<file path="src/rtl/split_tlb_pkg.sv">
package split_tlb_pkg;

    localparam int          CTL_W          = 32;
    localparam logic [31:0] CTL_DROP_USER  = 32'h0000_0000;
    localparam logic [31:0] CTL_DROP_SUPER = 32'h0000_8000;
    localparam logic [2:0]  FC_PURGE       = 3'd3;

    // One strobe per array: bit 0 user, bit 1 supervisor
    typedef struct packed {
        logic super_m;
        logic user_m;
    } mode_pair_t;

    typedef struct packed {
        logic ro;
        logic ci;
    } page_attr_t;

    function automatic logic is_purge(input logic wr, input logic [2:0] fc);
        return wr && (fc == FC_PURGE);
    endfunction

endpackage

</file>
<file path="src/rtl/tlb_inval_decode.sv">
module tlb_inval_decode
    import split_tlb_pkg::*;
(
    input  logic             ctl_rd,
    input  logic             ctl_wr,
    input  logic [CTL_W-1:0] ctl_wdata,
    input  logic             root_wr_user,
    input  logic             root_wr_super,
    input  logic             bus_wr,
    input  logic [2:0]       bus_fc,
    output mode_pair_t       flush,
    output logic             purge
);
    logic wr_user, wr_super;

    always_comb begin
        wr_user       = ctl_wr && (ctl_wdata == CTL_DROP_USER);
        wr_super      = ctl_wr && (ctl_wdata == CTL_DROP_SUPER);
        flush.user_m  = ctl_rd || wr_user || root_wr_user;
        flush.super_m = ctl_rd || wr_super || root_wr_super;
        purge         = is_purge(bus_wr, bus_fc);
    end
endmodule

</file>
<file path="src/rtl/tlb_bank.sv">
module tlb_bank
    import split_tlb_pkg::*;
#(
    parameter int VPN_W = 20,
    parameter int PFN_W = 20,
    parameter int IDX_W = 4
) (
    input  logic             clk,
    input  logic             rst,
    input  logic             flush,
    input  logic             purge,
    input  logic [VPN_W-1:0] purge_vpn,
    input  logic             fill,
    input  logic [VPN_W-1:0] fill_vpn,
    input  logic [PFN_W-1:0] fill_pfn,
    input  page_attr_t       fill_attr,
    input  logic [VPN_W-1:0] lk_vpn,
    output logic             hit,
    output logic [PFN_W-1:0] pfn,
    output page_attr_t       attr
);
    localparam int DEPTH = 1 << IDX_W;
    localparam int TAG_W = VPN_W - IDX_W;

    logic [DEPTH-1:0] valid_q;
    logic [TAG_W-1:0] tag_q  [DEPTH];
    logic [PFN_W-1:0] pfn_q  [DEPTH];
    page_attr_t       attr_q [DEPTH];

    logic [IDX_W-1:0] f_idx, p_idx, l_idx;
    logic [TAG_W-1:0] f_tag, p_tag, l_tag;
    logic             purge_kill;

    always_comb begin
        f_idx = fill_vpn[IDX_W-1:0];
        f_tag = fill_vpn[VPN_W-1:IDX_W];
        p_idx = purge_vpn[IDX_W-1:0];
        p_tag = purge_vpn[VPN_W-1:IDX_W];
        l_idx = lk_vpn[IDX_W-1:0];
        l_tag = lk_vpn[VPN_W-1:IDX_W];
        // A refill at the purged index replaces the old entry, so only
        // the incoming page is compared against the purge target then.
        if (fill && (f_idx == p_idx))
            purge_kill = purge && (f_tag == p_tag);
        else
            purge_kill = purge && valid_q[p_idx] && (tag_q[p_idx] == p_tag);
    end

    always_ff @(posedge clk) begin
        if (rst) begin
            valid_q <= '0;
        end else begin
            if (fill) begin
                valid_q[f_idx] <= 1'b1;
                tag_q[f_idx]   <= f_tag;
                pfn_q[f_idx]   <= fill_pfn;
                attr_q[f_idx]  <= fill_attr;
            end
            if (purge_kill)
                valid_q[p_idx] <= 1'b0;
            if (flush)
                valid_q <= '0;
        end
    end

    always_comb begin
        hit  = valid_q[l_idx] && (tag_q[l_idx] == l_tag);
        pfn  = pfn_q[l_idx];
        attr = attr_q[l_idx];
    end
endmodule

</file>
<file path="src/rtl/split_tlb.sv">
module split_tlb
    import split_tlb_pkg::*;
#(
    parameter int VPN_W = 20,
    parameter int PFN_W = 20,
    parameter int IDX_W = 4
) (
    input  logic             clk,
    input  logic             rst,
    input  logic [VPN_W-1:0] lk_vpn,
    input  logic             lk_super,
    output logic             lk_hit,
    output logic [PFN_W-1:0] lk_pfn,
    output logic             lk_ro,
    output logic             lk_ci,
    input  logic             fill_en,
    input  logic             fill_super,
    input  logic [VPN_W-1:0] fill_vpn,
    input  logic [PFN_W-1:0] fill_pfn,
    input  logic             fill_ro,
    input  logic             fill_ci,
    input  logic             ctl_rd,
    input  logic             ctl_wr,
    input  logic [31:0]      ctl_wdata,
    input  logic             root_wr_user,
    input  logic             root_wr_super,
    input  logic             bus_wr,
    input  logic [2:0]       bus_fc,
    input  logic [VPN_W-1:0] bus_vpn
);
    localparam int MODES = 2;

    mode_pair_t       flush;
    logic             purge;
    logic [MODES-1:0] flush_v, fill_v, b_hit;
    logic [PFN_W-1:0] b_pfn  [MODES];
    page_attr_t       b_attr [MODES];
    page_attr_t       in_attr, sel_attr;

    tlb_inval_decode u_dec (
        .ctl_rd        (ctl_rd),
        .ctl_wr        (ctl_wr),
        .ctl_wdata     (ctl_wdata),
        .root_wr_user  (root_wr_user),
        .root_wr_super (root_wr_super),
        .bus_wr        (bus_wr),
        .bus_fc        (bus_fc),
        .flush         (flush),
        .purge         (purge)
    );

    always_comb begin
        flush_v    = {flush.super_m, flush.user_m};
        fill_v     = {fill_en && fill_super, fill_en && !fill_super};
        in_attr.ro = fill_ro;
        in_attr.ci = fill_ci;
    end

    for (genvar m = 0; m < MODES; m++) begin : g_bank
        tlb_bank #(.VPN_W(VPN_W), .PFN_W(PFN_W), .IDX_W(IDX_W)) u_bank (
            .clk       (clk),
            .rst       (rst),
            .flush     (flush_v[m]),
            .purge     (purge),
            .purge_vpn (bus_vpn),
            .fill      (fill_v[m]),
            .fill_vpn  (fill_vpn),
            .fill_pfn  (fill_pfn),
            .fill_attr (in_attr),
            .lk_vpn    (lk_vpn),
            .hit       (b_hit[m]),
            .pfn       (b_pfn[m]),
            .attr      (b_attr[m])
        );
    end

    always_comb begin
        lk_hit   = b_hit[lk_super];
        lk_pfn   = b_pfn[lk_super];
        sel_attr = b_attr[lk_super];
        lk_ro    = sel_attr.ro;
        lk_ci    = sel_attr.ci;
    end
endmodule

</file>
<file path="config.mk">
export PLATFORM = sky130hd
export DESIGN_NAME = split_tlb
export DESIGN_NICKNAME = d
export VERILOG_FILES = /design/src/rtl/split_tlb_pkg.sv /design/src/rtl/tlb_inval_decode.sv /design/src/rtl/tlb_bank.sv /design/src/rtl/split_tlb.sv
export SDC_FILE = /design/constraint.sdc
export NUM_CORES = 1
export LEC_CHECK = 0
export ABC_CLOCK_PERIOD_IN_PS = 4800
export BUFFER_PORTS_ARGS = -buffer_cell sky130_fd_sc_hd__buf_2
export CAP_MARGIN = 25
export CORE_MARGIN = 3
export CORE_UTILIZATION = 25
export DETAILED_ROUTE_END_ITERATION = 10
export GPL_TIMING_DRIVEN = 0
export PLACE_DENSITY = 0.49
export REMOVE_ABC_BUFFERS = 1
export SETUP_SLACK_MARGIN = 0.5
export SYNTH_ARGS = -nofsm -noshare
export SYNTH_HDL_FRONTEND = slang
export SYNTH_SLANG_ARGS = --single-unit
</file>
<file path="constraint.sdc">
create_clock -name clk -period 4.8 [get_ports clk]
set_clock_uncertainty 0.1 [all_clocks]
set_input_delay 0.24 -clock clk [delete_from_list [all_inputs] [get_ports clk]]
set_output_delay 0.24 -clock clk [all_outputs]
set_load 0.03 [all_outputs]
</file>
==> flow_summary.toml, run 1 <==
[timing]
fmax_ghz = 0.2359
rsz0062_at_grt = "false"
setup_viol = 0
tightest_slew_ps = 1025
finalSetupTns_ps = 0
fin_hold_ws_ps = 89.91
period_needed_ps = 4239
post-route-period-util_pct = 88.30
hold_viol = 0
maxSlewHeadroom_pct = 31.35
final_max_slew_viol_count = 0

[worst_setup_path]
regToRegStartpoint = "g_bank[0].u_bank.tag_q[11][4]"
cp.required_ps = 5280
cp-startpoint = "bus_vpn[3]"
critPathMaxFanout = 45
reg2reg_slack_ps = 1030
endpoint_kind = "flip-flop"
cp.arrival_ps = 4720
startpoint_type = "primary input"
crit_type = "in -> reg"

[clocking]
root_buffer = "clkbuf_16"
cts.path.max_buffers = 3
cts_buffers = 132
htree_num_levels = 4
clk_pin_slew_worst_paths_ps = 60
cts.sinks = 1248
cts_tree = "yes"
clock_latency_ps = 770

[final_layout]
multiInputGateArea_um2 = 16070
area_delta_synth_final_pct = 19.95
fill_cells = 20480
drive_gt1_share_pct = 32.61
stdcell_area_um2 = 64690
ff_latch_area_um2 = 37160
final_net_count = 3037

[job]
drv_cap = 0

[global_route]
grt_overflow = 0
grt-busiest-layer = "met2"
grt_first_pass_wirelength_um = 247900
gr-usage-all-layers_pct = 15.87
met1_usage_pct = 23.26
grt_pass1_vias = 29890
antenna_found_initial = 27
grt_util_met3_pct = 3.097
grtUsageMet2_pct = 23.94
grt_start_max_net_pins = 78

[synthesis]
synth.area.top_cells = "edfxtp_1 (68%), mux4_2 (19%), mux2i_1 (2.3%)"
synth-xor-area-share_pct = 1.575
yosysTopAreaCellShare_pct = 67.70
synth_cell_type_count = 71
ys_seq_area_share_pct = 68.89
synthMuxAreaShare_pct = 22.47
synthCells = 2643
syn_area_per_cell_um2 = 20.41
syn_area_um2 = 53940
synth_top_family_by_area = "multiplexers"
synth_compound_area_share_pct = 3.097
synth_edf_count = 1216
synth_ff_type = "edfxtp_1"
synth.largest_area_cell = "edfxtp_1"
synth_simple_gate_area_share_pct = 2.097
ys_async_sr_fraction_pct = 0
synth-seq-cells = 1248
synth_warnings = 0
synthAdderAreaFrac_pct = 0

[power]
ir_drop_v = 0.0002904
p_leak_nw = 20.11
power-per-cell-area_nw_per_um2 = 367.5

[die]
die_x_um = 470.5
start_util_pct = 25.28
dieHeight_um = 470.5
num_rows = 169
dieArea_um2 = 221400
core_um2 = 213400
io_pins = 150

[drt]
avgViaCountPerCell = 5.107
avgRoutedWirePerCell_um = 30.68
drc_errors = 0
routed_wl_um = 179100
first_pass_iters = 6
via_count = 29820
antenna_left = 0
drt_iter0_markers = 4406

[place]
post_dp_cell_area_um2 = 59920
routabilityCongestion = 0.8288
hpwl_um = 114200
port_buffers = 149

[min_path]
min_from = "fill_super"
min_path_type = "in -> reg"

[outcome]
outcome = "finished, final reports clean"
## layout by cell type (no fill, tap or decap), drive strengths merged, types with 6 or more instances in the layout
cell            n
diode          10
clkbuf        168
inv            26
o211ai          7
a22o           10
xor2           19
a211oi          8
mux2           33
nand2b         11
nor3           15
dlygate4sd3    44
o21ai          75
a22oi          23
nor2           92
a31oi          40
buf           254
a221oi         19
mux4          465
nand3           9
o22ai          18
nand2          46
dfxtp          32
edfxtp       1216
a21oi          18
nand4          16
bufbuf          6
xnor2          78
nor4           13
clkinv         53
nor2b          10
mux2i         125
## final cells by class
type | instances | area share, %
Tap cell | 2821 | 5.456
Multi-Input combinational cell | 1201 | 24.84
Inverter | 21 | 0.1354
Sequential cell | 1248 | 57.43
Timing Repair Buffer | 306 | 5.876
Clock buffer | 166 | 5.435
Clock inverter | 66 | 0.7833
Antenna cell | 10 | 0.03868
## worst paths after layout
kind                            endpoint  cells after the start
min          g_bank[0].u_bank.valid_q[7]                      6
max          g_bank[0].u_bank.valid_q[0]                     10
max reg2reg  g_bank[0].u_bank.valid_q[0]                      7
min reg2reg  g_bank[0].u_bank.valid_q[7]                      2
## cells in the mapped netlist (all sizes together), types with 2 or more instances
cell        n
buf        93
and4b       2
nor4       13
a221oi     19
a21oi      18
nor2       92
dfxtp      32
nor2b      10
o32ai       2
clkinv      3
nand3b      2
a22o       10
a32oi       2
and2        4
a211oi      8
mux2       33
a31oi      40
or4         2
o41ai       5
nand4      16
xor2       19
nor3       15
edfxtp   1216
a221o       2
a22oi      23
o22ai      18
nor3b       3
mux2i     125
nand3       9
or2         2
a2111oi     2
o2111ai     3
mux4      465
or3         2
and3        3
xnor2      78
nand2b     11
o211ai      7
clkbuf     79
o221ai      2
nand2      46
inv        18
o21ai      75
## stage by stage
| stage | setup slack, ps | utilization, % | power, W | cells |
|---|---|---|---|---|
| finish | 561.5 | 30.32 | 0.02377 | 5839 |
| global route | 515.0 | 30.32 | 0.02453 | 5834 |
| CTS | 452.1 | 30.29 | 0.02399 | 5828 |
| detailed placement | -548.3 | 28.08 | 0.01409 | 5545 |
| global placement | -9185 | 26.85 | 0.01427 | 5440 |
| floorplan | 1785 | - | 0.01311 | 2470 |
## critical path, stage by stage
cell and delay [ps]:
buf_4 330, buf_16 330, inv_2 710, nor2_2 230
buf_4 270, a221oi_1 600, xor2_1 340, nand4_1 340
o41ai_4 990, a31oi_1 180
## layer usage
layer | share of wire (%) | vias up
met4 | 2.5 | 6
li1 | - | 11820
met1 | 45 | 16300
met3 | 7.6 | 283
met2 | 45 | 1413
met5 | 0.020 | -
## flip-flops by register name (all words and copies together), names as in the netlist
| register | count |
|---|---|
| g_bank.u_bank.valid_q | 32 |
| g_bank.u_bank.pfn_q | 640 |
| g_bank.u_bank.tag_q | 512 |
| g_bank.u_bank.attr_q | 64 |
## where the power goes
part | internal [W] | switching, W
clock | 0.00548 | 0.00436
sequential | 0.0120 | 0.0000215
combinational | 0.000756 | 0.00113
total | 0.0183 | 0.00552
## timing repair
action / 4_1_cts / 5_1_grt
hold buffers: 44 / 0
setup buffers: 1 / 0
pin swaps: 1 / 2
gates resized for setup: 5 / 6
hold endpoints to repair: 1248 / 0
endpoints found under the setup margin: 17 / 17
cloned: 6 / 1
## cells by family (layout without fill, tap and decap cells)
logic type | Yosys count | in the layout
DFF | 1248 | 1248
muxes | 623 | 623
xor gates and xnor gates | 97 | 97
and+or+nand+nor | 235 | 235
other | 0 | 10
buffers and inverters | 194 | 559
AOI/OAI and AO/OA | 246 | 246
Note: power is estimated with default switching activity, not from simulation.
==> run 2: changes to the inputs <==
Settings changed: ABC_CLOCK_PERIOD_IN_PS 4800 to 5500, SLEW_MARGIN from default to 10, SYNTH_HIERARCHICAL from default to 1.
Clock period 4.8 ns to 5.5 ns, I/O delays scaled along.
==> run 2 against run 1 <==
Against the previous run: synthesized cell count fell by 3.7%; worst hold slack improved by 32 ps; worst setup slack improved by 77 ps; critical path depth unchanged; final area grew 0.36%; largest cell class unchanged; flip-flop and latch count did not move; die area is 0.13% higher; combinational power down 18%; clock-buffer cell count shrank 1; first-iteration DRC count shrank 30%.
==> flow_summary.toml, run 2 <==
[final_layout]
top_regs = "g_bank.u_bank/pfn_q x640, g_bank.u_bank/tag_q x512, g_bank.u_bank/attr_q x64"
area_delta_synth_final_pct = 20.23
top_register = "g_bank.u_bank/pfn_q"
final_net_count = 2949
final_common_cell = "edfxtp_1"
multiInputGateArea_um2 = 16250
largest_reg_flops = 640
final_cell_mix = "edfxtp_1 (1216), mux4_2 (508), buf_2 (141)"
final_util_pct = 30.43
ff_latch_area_um2 = 37160
fill_cells = 20490
drive_gt1_share_pct = 35.12

[clocking]
clock_latency_ps = 780
clk_pin_slew_worst_paths_ps = 60
cts_buffers = 132
root_buffer = "clkbuf_16"
cts_tree = "yes"
cts.sinks = 1248
htree_num_levels = 4
cts.path.max_buffers = 3

[synthesis]
synth_commonest_cells = "edfxtp_1 (1216), mux4_2 (508), mux2i_1 (94)"
syn_area_per_cell_um2 = 21.22
synth_cell_type_count = 57
syn_area_um2 = 54010
ys_seq_area_share_pct = 68.80
synthCells = 2545
synth.largest_area_cell = "edfxtp_1"
synth.area.top_cells = "edfxtp_1 (68%), mux4_2 (21%), mux2i_1 (1.7%)"
synth_warnings = 6
synth.most_common_cell = "edfxtp_1"
synth_edf_count = 1216
synth_ff_type = "edfxtp_1"
synth-seq-cells = 1248
ys_async_sr_fraction_pct = 0
yosysTopAreaCellShare_pct = 67.61

[die]
start_util_pct = 25.31
dieHeight_um = 470.8
dieArea_um2 = 221600
core_um2 = 213400
io_pins = 150
die_x_um = 470.8
num_rows = 169

[place]
routabilityCongestion = 0.7963
dp_slack_ps = 231.9
port_buffers = 149
hpwl_um = 108900

[drt]
avgRoutedWirePerCell_um = 28.91
routed_wl_um = 166200
wl_met3_um = 11530
via_count = 28240
drt-met1-wl_um = 75830
drt_iter0_markers = 3075
drc_errors = 0
antenna_left = 0
routed.top_layer = "met5"
wl_met2_um = 74630
avgViaCountPerCell = 4.912
first_pass_iters = 5

[power]
sequentialPowerShare_pct = 50.1
p_int_w = 0.01625
combPwrFrac_pct = 7.4
sw_frac_of_total_pct = 22.64
ir_drop_v = 0.0002357
p_switching_w = 0.004755
p_leak_nw = 20.10
p_clk_share_pct = 42.6
power-per-cell-area_nw_per_um2 = 323.5

[worst_setup_path]
cp-startpoint = "lk_vpn[0]"
crit_type = "in -> out"
reg2reg_to = "g_bank[1].u_bank/valid_q[0]"
reg2regPathDepth = 9
critPathSlowestCell = "mux4_2"
cp.arrival_ps = 4490
critPathMaxFanout = 57
cpLargestDelayFamily = "multiplexers"
crit_buf_inv = 4
cp.required_ps = 5120
endpoint_kind = "output pin"
startpoint_type = "primary input"
cp-endpoint = "lk_hit"
crit_cells = 10
reg2reg_slack_ps = 1460
worstPathCellList = "buf_12 > buf_16 > buf_16 > mux4_2 > mux4_2 > xnor2_1 > nand4_1 > nor4_2 > mux2_2 > buf_2"
crit_path_max_incr_delay_ps = 600
regToRegStartpoint = "g_bank[1].u_bank/tag_q[11][8]"

[timing]
finalSetupTns_ps = 0
fmax_ghz = 0.2057
period_needed_ps = 4861
tightest_slew_ps = 1171
fin_hold_ws_ps = 121.7
hold_viol = 0
setup_viol = 0
final_max_slew_viol_count = 0
setup_slack_ps = 638.7
rsz0062_at_grt = "false"
post-route-period-util_pct = 88.39
maxSlewHeadroom_pct = 21.39

[global_route]
grt_first_pass_wirelength_um = 232000
gr-usage-all-layers_pct = 14.82
grt_overflow = 0
grt_start_max_net_pins = 83
grt_pass1_vias = 28940
antenna_found_initial = 20

[job]
drv_cap = 0

[min_path]
min_path_type = "in -> reg"

[outcome]
outcome = "finished, final reports clean"
==> run 2: area by class of cell <==
type                    instances  share of cell area (%)
flip-flops and latches       1248                   57.23
diodes                          7                 0.02698
clock inverters                68                   1.202
clock buffers                 165                   5.375
inverters                       9                 0.05203
repair buffers                297                   5.660
multi-input cells            1134                   25.02
well taps                    2821                   5.436
==> run 2: power groups by stage <==
stage               sequential, W  clock, W  combinational [W]
global route               0.0105   0.00960            0.00165
floorplan                  0.0107         0           0.000716
detailed placement         0.0107         0            0.00154
CTS                        0.0105   0.00917            0.00157
global placement           0.0107         0            0.00168
finish                     0.0105   0.00894            0.00155
==> run 2: kinds of logic (layout without fill, tap and decap cells) <==
group                  after synthesis  in the layout  synth area share (%)
flip-flops                        1248           1248                 68.80
multiplexers                       629            629                 23.49
AND/OR/NAND/NOR                    251            251                 2.546
buffers and inverters              163            539                 1.587
AO/OA/AOI/OAI                      146            146                 1.826
XOR/XNOR                           108            108                 1.751
other                                0              7                     0
==> run 2: timing repair <==
action	4_1_cts	5_1_grt
setup endpoints to repair	1	1
resized for setup	1	2
hold endpoints to repair	1225	0
gates cloned	1	0
hold buffers	42	0
setup buffers	0	0
==> run 2: per-stage QoR <==
step / std cells / area [um2] / power (W)
floorplan: 2391 / 53180 / 0.01143
global placement: 5361 / 57460 / 0.01240
detailed placement: 5466 / 60170 / 0.01225
CTS: 5742 / 64900 / 0.02125
global route: 5744 / 64920 / 0.02176
finish: 5749 / 64930 / 0.02100
==> run 2: worst min-delay path, delay by kind of cell <==
| kind | cells | cell delay [ps] |
|---|---|---|
| and+or+nand+nor | 1 | 290 |
| AOI/OAI and AO/OA | 1 | 110 |
| buffers and inverters | 1 | 200 |
==> run 2: routing by layer <==
| metal | vias up | GRT usage (%) |
|---|---|---|
| met1 | 15380 | 21.51 |
| met5 | - | 0 |
| met3 | 221 | 3.259 |
| met4 | 4 | 4.159 |
| met2 | 1126 | 22.28 |
| li1 | 11510 | - |
==> run 2: worst min path at each step <==
stage | startpoint | endpoint | slack [ps] | depth (start not counted)
5_1_grt | bus_vpn[3] | g_bank[1].u_bank/valid_q[3] | 110 | 3
6_report | bus_vpn[3] | g_bank[1].u_bank/valid_q[3] | 120 | 3
2_1_floorplan | fill_ci | g_bank[0].u_bank/attr_q[0][0] | 270 | 0
3_3_place_gp | g_bank[1].u_bank/valid_q[6] | g_bank[1].u_bank/valid_q[6] | 450 | 2
3_5_place_dp | g_bank[1].u_bank/valid_q[6] | g_bank[1].u_bank/valid_q[6] | 450 | 2
4_1_cts | bus_vpn[3] | g_bank[1].u_bank/valid_q[3] | 30 | 3
